### config.mk
export PLATFORM = sky130hd
export DESIGN_NAME = psram_page_ctrl
export DESIGN_NICKNAME = d
export VERILOG_FILES = /design/src/rtl/psram_page_pkg.sv /design/src/rtl/pgc_rst_sync.sv /design/src/rtl/pgc_wait_timer.sv /design/src/rtl/pgc_page_tag.sv /design/src/rtl/psram_page_ctrl.sv
export SDC_FILE = /design/constraint.sdc
export NUM_CORES = 1
export LEC_CHECK = 0
export BUFFER_PORTS_ARGS = -buffer_cell sky130_fd_sc_hd__buf_4
export CAP_MARGIN = 10
export CORE_MARGIN = 1.5
export CORE_UTILIZATION = 31
export DETAILED_ROUTE_END_ITERATION = 10
export MAX_ROUTING_LAYER = met4
export PLACE_DENSITY = 0.51
export SETUP_SLACK_MARGIN = 0.5
export SLEW_MARGIN = 10
export SYNTH_ARGS = -nofsm -noshare
export SYNTH_HDL_FRONTEND = slang
export SYNTH_SLANG_ARGS = --single-unit
### constraint.sdc
create_clock -name clk -period 3.65 [get_ports clk]
set_input_delay 0.5475 -clock clk [delete_from_list [all_inputs] [get_ports clk]]
set_output_delay 0.5475 -clock clk [all_outputs]
set_load 0.1 [all_outputs]
### src/rtl/psram_page_pkg.sv
`timescale 1ns/100ps
package psram_page_pkg;

  typedef enum logic [2:0] {
    PG_IDLE,
    PG_READ,
    PG_WSETUP,
    PG_WRITE,
    PG_SLEEP,
    PG_WAKE
  } pg_state_e;

  // whole clock cycles covering a time in picoseconds
  function automatic int unsigned cycles_for(input int unsigned t_ps, input int unsigned clk_ps);
    return (t_ps + clk_ps - 1) / clk_ps;
  endfunction

  function automatic int unsigned at_least(input int unsigned a, input int unsigned b);
    return (a > b) ? a : b;
  endfunction

endpackage

### src/rtl/pgc_rst_sync.sv
`timescale 1ns/100ps
module pgc_rst_sync (
  input  logic clk,
  input  logic rst_n_in,
  output logic rst_n_out
);
  logic [1:0] sync_q;

  always_ff @(posedge clk or negedge rst_n_in) begin
    if (!rst_n_in) sync_q <= 2'b00;
    else           sync_q <= {sync_q[0], 1'b1};
  end

  assign rst_n_out = sync_q[1];
endmodule

### src/rtl/pgc_wait_timer.sv
`timescale 1ns/100ps
module pgc_wait_timer #(
  parameter int unsigned CNT_W = 4
) (
  input  logic             clk,
  input  logic             rst_n,
  input  logic             load,
  input  logic [CNT_W-1:0] load_val,
  output logic             done
);
  logic [CNT_W-1:0] cnt_q, cnt_d;

  always_comb begin
    cnt_d = cnt_q;
    if (load)              cnt_d = load_val;
    else if (cnt_q != '0)  cnt_d = cnt_q - 1'b1;
  end

  always_ff @(posedge clk or negedge rst_n) begin
    if (!rst_n) cnt_q <= '0;
    else        cnt_q <= cnt_d;
  end

  assign done = (cnt_q == '0);
endmodule

### src/rtl/pgc_page_tag.sv
`timescale 1ns/100ps
module pgc_page_tag #(
  parameter int unsigned TAG_W = 19
) (
  input  logic             clk,
  input  logic             rst_n,
  input  logic             open_en,
  input  logic             close_en,
  input  logic [TAG_W-1:0] tag_in,
  output logic             hit,
  output logic             is_open
);
  logic [TAG_W-1:0] tag_q, tag_d;
  logic             open_q, open_d;

  always_comb begin
    tag_d  = tag_q;
    open_d = open_q;
    if (close_en) begin
      open_d = 1'b0;
    end else if (open_en) begin
      open_d = 1'b1;
      tag_d  = tag_in;
    end
  end

  always_ff @(posedge clk or negedge rst_n) begin
    if (!rst_n) begin
      tag_q  <= '0;
      open_q <= 1'b0;
    end else begin
      tag_q  <= tag_d;
      open_q <= open_d;
    end
  end

  assign hit     = open_q && (tag_in == tag_q);
  assign is_open = open_q;
endmodule

### src/rtl/psram_page_ctrl.sv
`timescale 1ns/100ps
module psram_page_ctrl
  import psram_page_pkg::*;
#(
  parameter int unsigned ADDR_W    = 22,
  parameter int unsigned DATA_W    = 16,
  parameter int unsigned PAGE_BITS = 3,
  parameter int unsigned CLK_PS    = 8000,
  parameter int unsigned T_ACC_PS  = 75000,
  parameter int unsigned T_PAGE_PS = 30000,
  parameter int unsigned T_OE_PS   = 25000,
  parameter int unsigned T_WP_PS   = 50000,
  parameter int unsigned WAKE_CYC  = 32
) (
  input  logic                clk,
  input  logic                rst_n,
  input  logic                req_valid,
  output logic                req_ready,
  input  logic                req_write,
  input  logic [ADDR_W-1:0]   req_addr,
  input  logic [DATA_W-1:0]   req_wdata,
  input  logic [DATA_W/8-1:0] req_be,
  output logic                rsp_valid,
  output logic [DATA_W-1:0]   rsp_rdata,
  input  logic                pd_req,
  output logic                data_lost,
  output logic [ADDR_W-1:0]   mem_addr,
  output logic                mem_ce_n,
  output logic                mem_oe_n,
  output logic                mem_we_n,
  output logic [DATA_W/8-1:0] mem_bsel_n,
  output logic                mem_sleep_n,
  output logic [DATA_W-1:0]   mem_dq_o,
  output logic                mem_dq_oe,
  input  logic [DATA_W-1:0]   mem_dq_i
);
  localparam int unsigned LANES    = DATA_W / 8;
  localparam int unsigned TAG_W    = ADDR_W - PAGE_BITS;
  localparam int unsigned MISS_CYC = at_least(at_least(cycles_for(T_ACC_PS, CLK_PS),
                                                       cycles_for(T_OE_PS, CLK_PS)), 2);
  localparam int unsigned HIT_CYC  = at_least(cycles_for(T_PAGE_PS, CLK_PS), 2);
  localparam int unsigned WP_CYC   = at_least(cycles_for(T_WP_PS, CLK_PS), 1);
  localparam int unsigned MAX_CYC  = at_least(at_least(MISS_CYC, WP_CYC), at_least(WAKE_CYC, 1));
  localparam int unsigned CNT_W    = $clog2(MAX_CYC + 1);

  logic                rst_sync_n;
  pg_state_e           state_q, state_d;
  logic [ADDR_W-1:0]   addr_q, addr_d;
  logic [DATA_W-1:0]   wdata_q, wdata_d;
  logic [LANES-1:0]    be_q, be_d;
  logic [DATA_W-1:0]   rdata_q, rdata_d;
  logic                rsp_q, rsp_d;
  logic                lost_q, lost_d;
  logic                tmr_load, tmr_done;
  logic [CNT_W-1:0]    tmr_val;
  logic                pg_open, pg_close, pg_hit, pg_is_open;
  logic [DATA_W-1:0]   lane_mask;

  pgc_rst_sync u_rst (
    .clk       (clk),
    .rst_n_in  (rst_n),
    .rst_n_out (rst_sync_n)
  );

  pgc_wait_timer #(.CNT_W(CNT_W)) u_timer (
    .clk      (clk),
    .rst_n    (rst_sync_n),
    .load     (tmr_load),
    .load_val (tmr_val),
    .done     (tmr_done)
  );

  pgc_page_tag #(.TAG_W(TAG_W)) u_page (
    .clk      (clk),
    .rst_n    (rst_sync_n),
    .open_en  (pg_open),
    .close_en (pg_close),
    .tag_in   (req_addr[ADDR_W-1:PAGE_BITS]),
    .hit      (pg_hit),
    .is_open  (pg_is_open)
  );

  for (genvar g = 0; g < LANES; g++) begin : g_lane
    assign lane_mask[g*8 +: 8] = {8{be_q[g]}};
  end

  assign req_ready = (state_q == PG_IDLE) && !pd_req;

  // next state
  always_comb begin
    state_d  = state_q;
    addr_d   = addr_q;
    wdata_d  = wdata_q;
    be_d     = be_q;
    rdata_d  = rdata_q;
    rsp_d    = 1'b0;
    lost_d   = lost_q;
    tmr_load = 1'b0;
    tmr_val  = '0;
    pg_open  = 1'b0;
    pg_close = 1'b0;
    unique case (state_q)
      PG_IDLE: begin
        if (pd_req) begin
          state_d  = PG_SLEEP;
          pg_close = 1'b1;
        end else if (req_valid) begin
          addr_d = req_addr;
          be_d   = req_be;
          lost_d = 1'b0;
          if (req_write) begin
            state_d  = PG_WSETUP;
            wdata_d  = req_wdata;
            pg_close = 1'b1;
          end else begin
            state_d  = PG_READ;
            pg_open  = 1'b1;
            tmr_load = 1'b1;
            tmr_val  = pg_hit ? CNT_W'(HIT_CYC - 1) : CNT_W'(MISS_CYC - 1);
          end
        end
      end
      PG_READ: begin
        if (tmr_done) begin
          state_d = PG_IDLE;
          rsp_d   = 1'b1;
          rdata_d = mem_dq_i & lane_mask;
        end
      end
      PG_WSETUP: begin
        state_d  = PG_WRITE;
        tmr_load = 1'b1;
        tmr_val  = CNT_W'(WP_CYC - 1);
      end
      PG_WRITE: begin
        if (tmr_done) state_d = PG_IDLE;
      end
      PG_SLEEP: begin
        if (!pd_req) begin
          state_d  = PG_WAKE;
          lost_d   = 1'b1;
          tmr_load = 1'b1;
          tmr_val  = CNT_W'(WAKE_CYC - 1);
        end
      end
      PG_WAKE: begin
        if (tmr_done) state_d = PG_IDLE;
      end
      default: state_d = PG_IDLE;
    endcase
  end

  // registers
  always_ff @(posedge clk or negedge rst_sync_n) begin
    if (!rst_sync_n) begin
      state_q <= PG_IDLE;
      addr_q  <= '0;
      wdata_q <= '0;
      be_q    <= '0;
      rdata_q <= '0;
      rsp_q   <= 1'b0;
      lost_q  <= 1'b0;
    end else begin
      state_q <= state_d;
      addr_q  <= addr_d;
      wdata_q <= wdata_d;
      be_q    <= be_d;
      rdata_q <= rdata_d;
      rsp_q   <= rsp_d;
      lost_q  <= lost_d;
    end
  end

  // memory pin decode
  always_comb begin
    mem_ce_n    = 1'b1;
    mem_oe_n    = 1'b1;
    mem_we_n    = 1'b1;
    mem_bsel_n  = '1;
    mem_sleep_n = 1'b1;
    mem_dq_oe   = 1'b0;
    unique case (state_q)
      PG_IDLE: begin
        if (pg_is_open) begin
          mem_ce_n   = 1'b0;
          mem_oe_n   = 1'b0;
          mem_bsel_n = ~be_q;
        end
      end
      PG_READ: begin
        mem_ce_n   = 1'b0;
        mem_oe_n   = 1'b0;
        mem_bsel_n = ~be_q;
      end
      PG_WSETUP: begin
        mem_ce_n   = 1'b0;
        mem_bsel_n = ~be_q;
      end
      PG_WRITE: begin
        mem_ce_n   = 1'b0;
        mem_we_n   = 1'b0;
        mem_dq_oe  = 1'b1;
        mem_bsel_n = ~be_q;
      end
      PG_SLEEP: mem_sleep_n = 1'b0;
      default: ;
    endcase
  end

  assign mem_addr  = addr_q;
  assign mem_dq_o  = wdata_q;
  assign rsp_valid = rsp_q;
  assign rsp_rdata = rdata_q;
  assign data_lost = lost_q;
endmodule

==> run_results.csv <==
group,metric,value,unit
cts,root_buffer,"clkbuf_16",
power,pwr-share-clk,32.9,%
setup_path,slowest_delay,0.55,ns
setup_path,r2r_slack,1.36,ns
global_routing,track_usage,14.3,%
synthesis,synth_flop_cell,"dfrtp_1",
synthesis,synth_cells,322,
power,p_total,0.00309,W
power,p_leak,2.64,nW
drt,drc,0,
drt,vias,2783,
worst_hold_path,hold_depth,0,
global_routing,grt_start_max_net_pins,70,
synthesis,syn_nets,384,
layout,multiInputGateArea,1550,um2
drt,wl_per_cell,13.9,um
global_routing,grt_pass1_vias,2770,
setup_path,cp.arrival,1.76,ns
floorplanning,rows,40,
cts,cts_tree,"built",
cts,clk_latency,0.34,ns
placed_design,place_congestion,0.792,
global_routing,antenna_found_initial,0,
power,powerDensity,582,nW/um2
synthesis,synth_cell_type_count,43,
drt,ant_nets,0,
layout,nets,507,
worst_hold_path,whs_endpoint,"u_rst.sync_q[1]",
timing,maxSlewViolCount,0,
synthesis,seq_area_frac_synth,57.1,%
setup_path,cp_num_buf_inv,1,
timing,fin_crit_sh,63.2,%
layout,final_util,43.7,%
layout,ff_latch_area,2230,um2
placed_design,placement.io_buffers,124,
cts,clk_pin_slew,0.06,ns
timing,worst_pin_slew,0.918,ns
floorplanning,initial_core_util,32.1,%
synthesis,synth_edf_count,0,
synthesis,yosys.area.top_type_share,57.1,%
floorplanning,die_height,115,um
drt,drt_iter0_markers,126,
run_status,outcome,"completed",
floorplanning,coreArea,12200,um2
run,cap_violations,0,
setup_path,cp-start-kind,"register",
setup_path,cp_top_family,"simple AND/OR/NAND/NOR gates",
setup_path,worstReg2RegStart,"state_q[1]",
setup_path,crit_type,"register to output port",
setup_path,critPathCaptureType,"output port",
timing,hold_viol,0,
timing,min_period,2.31,ns
synthesis,syn_area,3900,um2
layout,drive_above_1_share,45.7,%
floorplanning,die_x,115,um
timing,slew_headroom,38.7,%
layout,syn2layout_area_growth,36.2,%
timing,skew,0.00749,ns
synthesis,synth_top_area_cell,"dfrtp_1",
cts,max-clock-path-buffers,2,
placed_design,place_ws,1.31,ns
cts,cts_sinks,89,
floorplanning,ios,125,
floorplanning,dieArea,13300,um2
drt,wirelength,8.57,mm
synthesis,async_flop_share,100,%
setup_path,r2r-end,"u_page.tag_q[3]",
timing,setup_violations,0,
power,p_sw,0.00109,W
setup_path,r2r.worst_path.cells,3,
setup_path,cp_cell_sequence,"nor3_1 -> nor2_1 -> nand2_1 -> buf_4",
global_routing,overflow,0,
global_routing,grt_pass1_wl,14.1,mm
timing,holdWs,0.354,ns
layout,diodes,0,
synthesis,yosysWarnings,0,
timing,setup_total_negative_slack,0,ns
layout,fillers,1147,
timing,setup_ws,1.34,ns
power,internal_power,0.00200,W
placed_design,dp_hpwl,6.30,mm
power,pwr-share-comb,28.6,%
power,max-vdd-ir-drop,0.224,mV
timing,rsz0062_at_grt,"false",
setup_path,critPathMaxFanout,17,
power,seqPwrFrac,38.5,%
power,swShare,35.3,%
synthesis,synth_top_cells_by_area,"dfrtp_1 (57%), mux2_2 (17%), nand2_1 (3.9%)",
drt,firstDrtPassIters,4,
setup_path,crit_path_top_delay_cell,"dfrtp_1",
synthesis,synth_seq_cells,89,
cts,cts_htree_levels,3,
worst_hold_path,hp-class,"register to register",
synthesis,post_synth.cell_area_avg,12.1,um2
cts,numCtsBuffers,9,
worst_hold_path,hold_path.startpoint,"u_rst.sync_q[0]",
timing,max_freq,433,MHz
drt,vias_per_cell,4.51,
setup_path,required,3.10,ns
-- area by class of cell --
class	instances	share of cell area (%)
clock buffers	13	5.09
clock inverters	2	1.13
inverters	8	0.565
multi-input cells	210	29.3
flip-flops and latches	89	42.0
well taps	168	3.96
repair buffers	127	18.0
-- cell usage after synthesis (2+ instances only) --
| cell | instances |
|---|---|
| nor4_1 | 5 |
| or3_1 | 2 |
| o21ai_0 | 20 |
| xnor2_1 | 7 |
| nand2_1 | 41 |
| nor3_1 | 4 |
| mux2_2 | 60 |
| a21oi_1 | 7 |
| o31ai_1 | 2 |
| nand3_1 | 4 |
| inv_1 | 8 |
| nor2b_1 | 2 |
| a2bb2oi_1 | 2 |
| a32oi_1 | 2 |
| dfrtp_1 | 89 |
| xor2_1 | 12 |
| o21bai_1 | 2 |
| nand4_1 | 3 |
| buf_6 | 4 |
| buf_1 | 2 |
| buf_2 | 2 |
| nor2_1 | 14 |
| nand4b_1 | 2 |
| clkbuf_1 | 7 |
-- power groups by stage --
stage | Sequential, W | Combinational [W] | Clock (W)
floorplan | 0.00158 | 0.000286 | 0
global placement | 0.00121 | 0.000887 | 0
detailed placement | 0.00121 | 0.000890 | 0
CTS | 0.00119 | 0.000893 | 0.00105
global route | 0.00121 | 0.000936 | 0.00109
finish | 0.00119 | 0.000885 | 0.00102
-- sequential cells by signal (all words and copies together) (netlist names) --
| name | count |
|---|---|
| mem_addr | 22 |
| u_page.tag_q | 19 |
| mem_dq_o | 16 |
| rsp_rdata | 16 |
| u_timer.cnt_q | 6 |
| state_q | 3 |
| be_q | 2 |
| u_rst.sync_q | 2 |
| data_lost | 1 |
| rsp_valid | 1 |
| u_page.is_open | 1 |
-- worst max path at each step --
| stage | from | endpoint | slack [ns] | cells after the start |
|---|---|---|---|---|
| 4_1_cts | state_q[1] | u_page.tag_q[11] | 1.31 | 3 |
| 5_1_grt | state_q[1] | u_page.tag_q[11] | 1.18 | 3 |
| 3_3_place_gp | state_q[1] | u_page.tag_q[7] | 1.37 | 3 |
| 2_1_floorplan | state_q[0] | mem_dq_oe | 0.59 | 3 |
| 6_report | state_q[1] | mem_bsel_n[1] | 1.34 | 4 |
| 3_5_place_dp | state_q[1] | u_page.tag_q[3] | 1.31 | 3 |
-- placed cells by master, fill, tap and decap left out, drive strengths merged --
cell | synthesis | routed
buf | 8 | 126
dfrtp | 89 | 89
mux2 | 60 | 60
nand2 | 42 | 42
o21ai | 20 | 20
nor2 | 14 | 14
clkbuf | 7 | 13
xor2 | 12 | 12
inv | 8 | 8
a21oi | 7 | 7
xnor2 | 7 | 7
nor4 | 6 | 6
nand3 | 5 | 5
nor3 | 4 | 4
nand4 | 3 | 3
or3 | 2 | 2
nand4b | 2 | 2
a32oi | 2 | 2
o31ai | 2 | 2
nor2b | 2 | 2
o21bai | 2 | 2
a2bb2oi | 2 | 2
bufinv | 0 | 2
nor3b | 1 | 1
and2 | 1 | 1
nand2b | 1 | 1
a22o | 1 | 1
a21bo | 1 | 1
nor4b | 1 | 1
o311ai | 1 | 1
o21a | 1 | 1
o211a | 1 | 1
and3 | 1 | 1
o2bb2ai | 1 | 1
a21o | 1 | 1
a22oi | 1 | 1
or4 | 1 | 1
ha | 1 | 1
dlygate4sd3 | 0 | 1
conb | 1 | 1
-- timing repair --
item,CTS,global route
setup buffers,0,0
resized for setup,0,0
hold endpoints to repair,2,0
setup endpoints to repair,0,0
hold buffers,1,0
-- stage by stage --
stage | std cells | area, um2
after floorplan | 322 | 3900
after global placement | 601 | 4970
after detailed placement | 601 | 4970
after CTS | 617 | 5310
after global routing | 617 | 5310
final | 617 | 5310
-- kinds of logic (layout without fill, tap and decap cells) --
kind of cell | count (synthesis) | in the layout | synth area share, %
AOI/OAI and AO/OA | 43 | 43 | 6.90
xor gates and xnor gates | 19 | 19 | 4.27
adders and majority gates | 1 | 1 | 0.321
buffers and inverters | 23 | 150 | 3.05
DFF | 89 | 89 | 57.1
muxes | 60 | 60 | 17.3
other | 1 | 1 | 0.0962
and+or+nand+nor | 86 | 86 | 10.9
-- per-layer routing --
layer | track usage [%] | wire, um | vias up
met1 | 17.6 | 3630 | 1338
met5 | - | 0 | -
li1 | - | - | 1370
met2 | 22.4 | 4330 | 61
met4 | 7.24 | 207 | 0
met3 | 2.95 | 401 | 14
No activity file was read; power rests on OpenSTA's default activity.
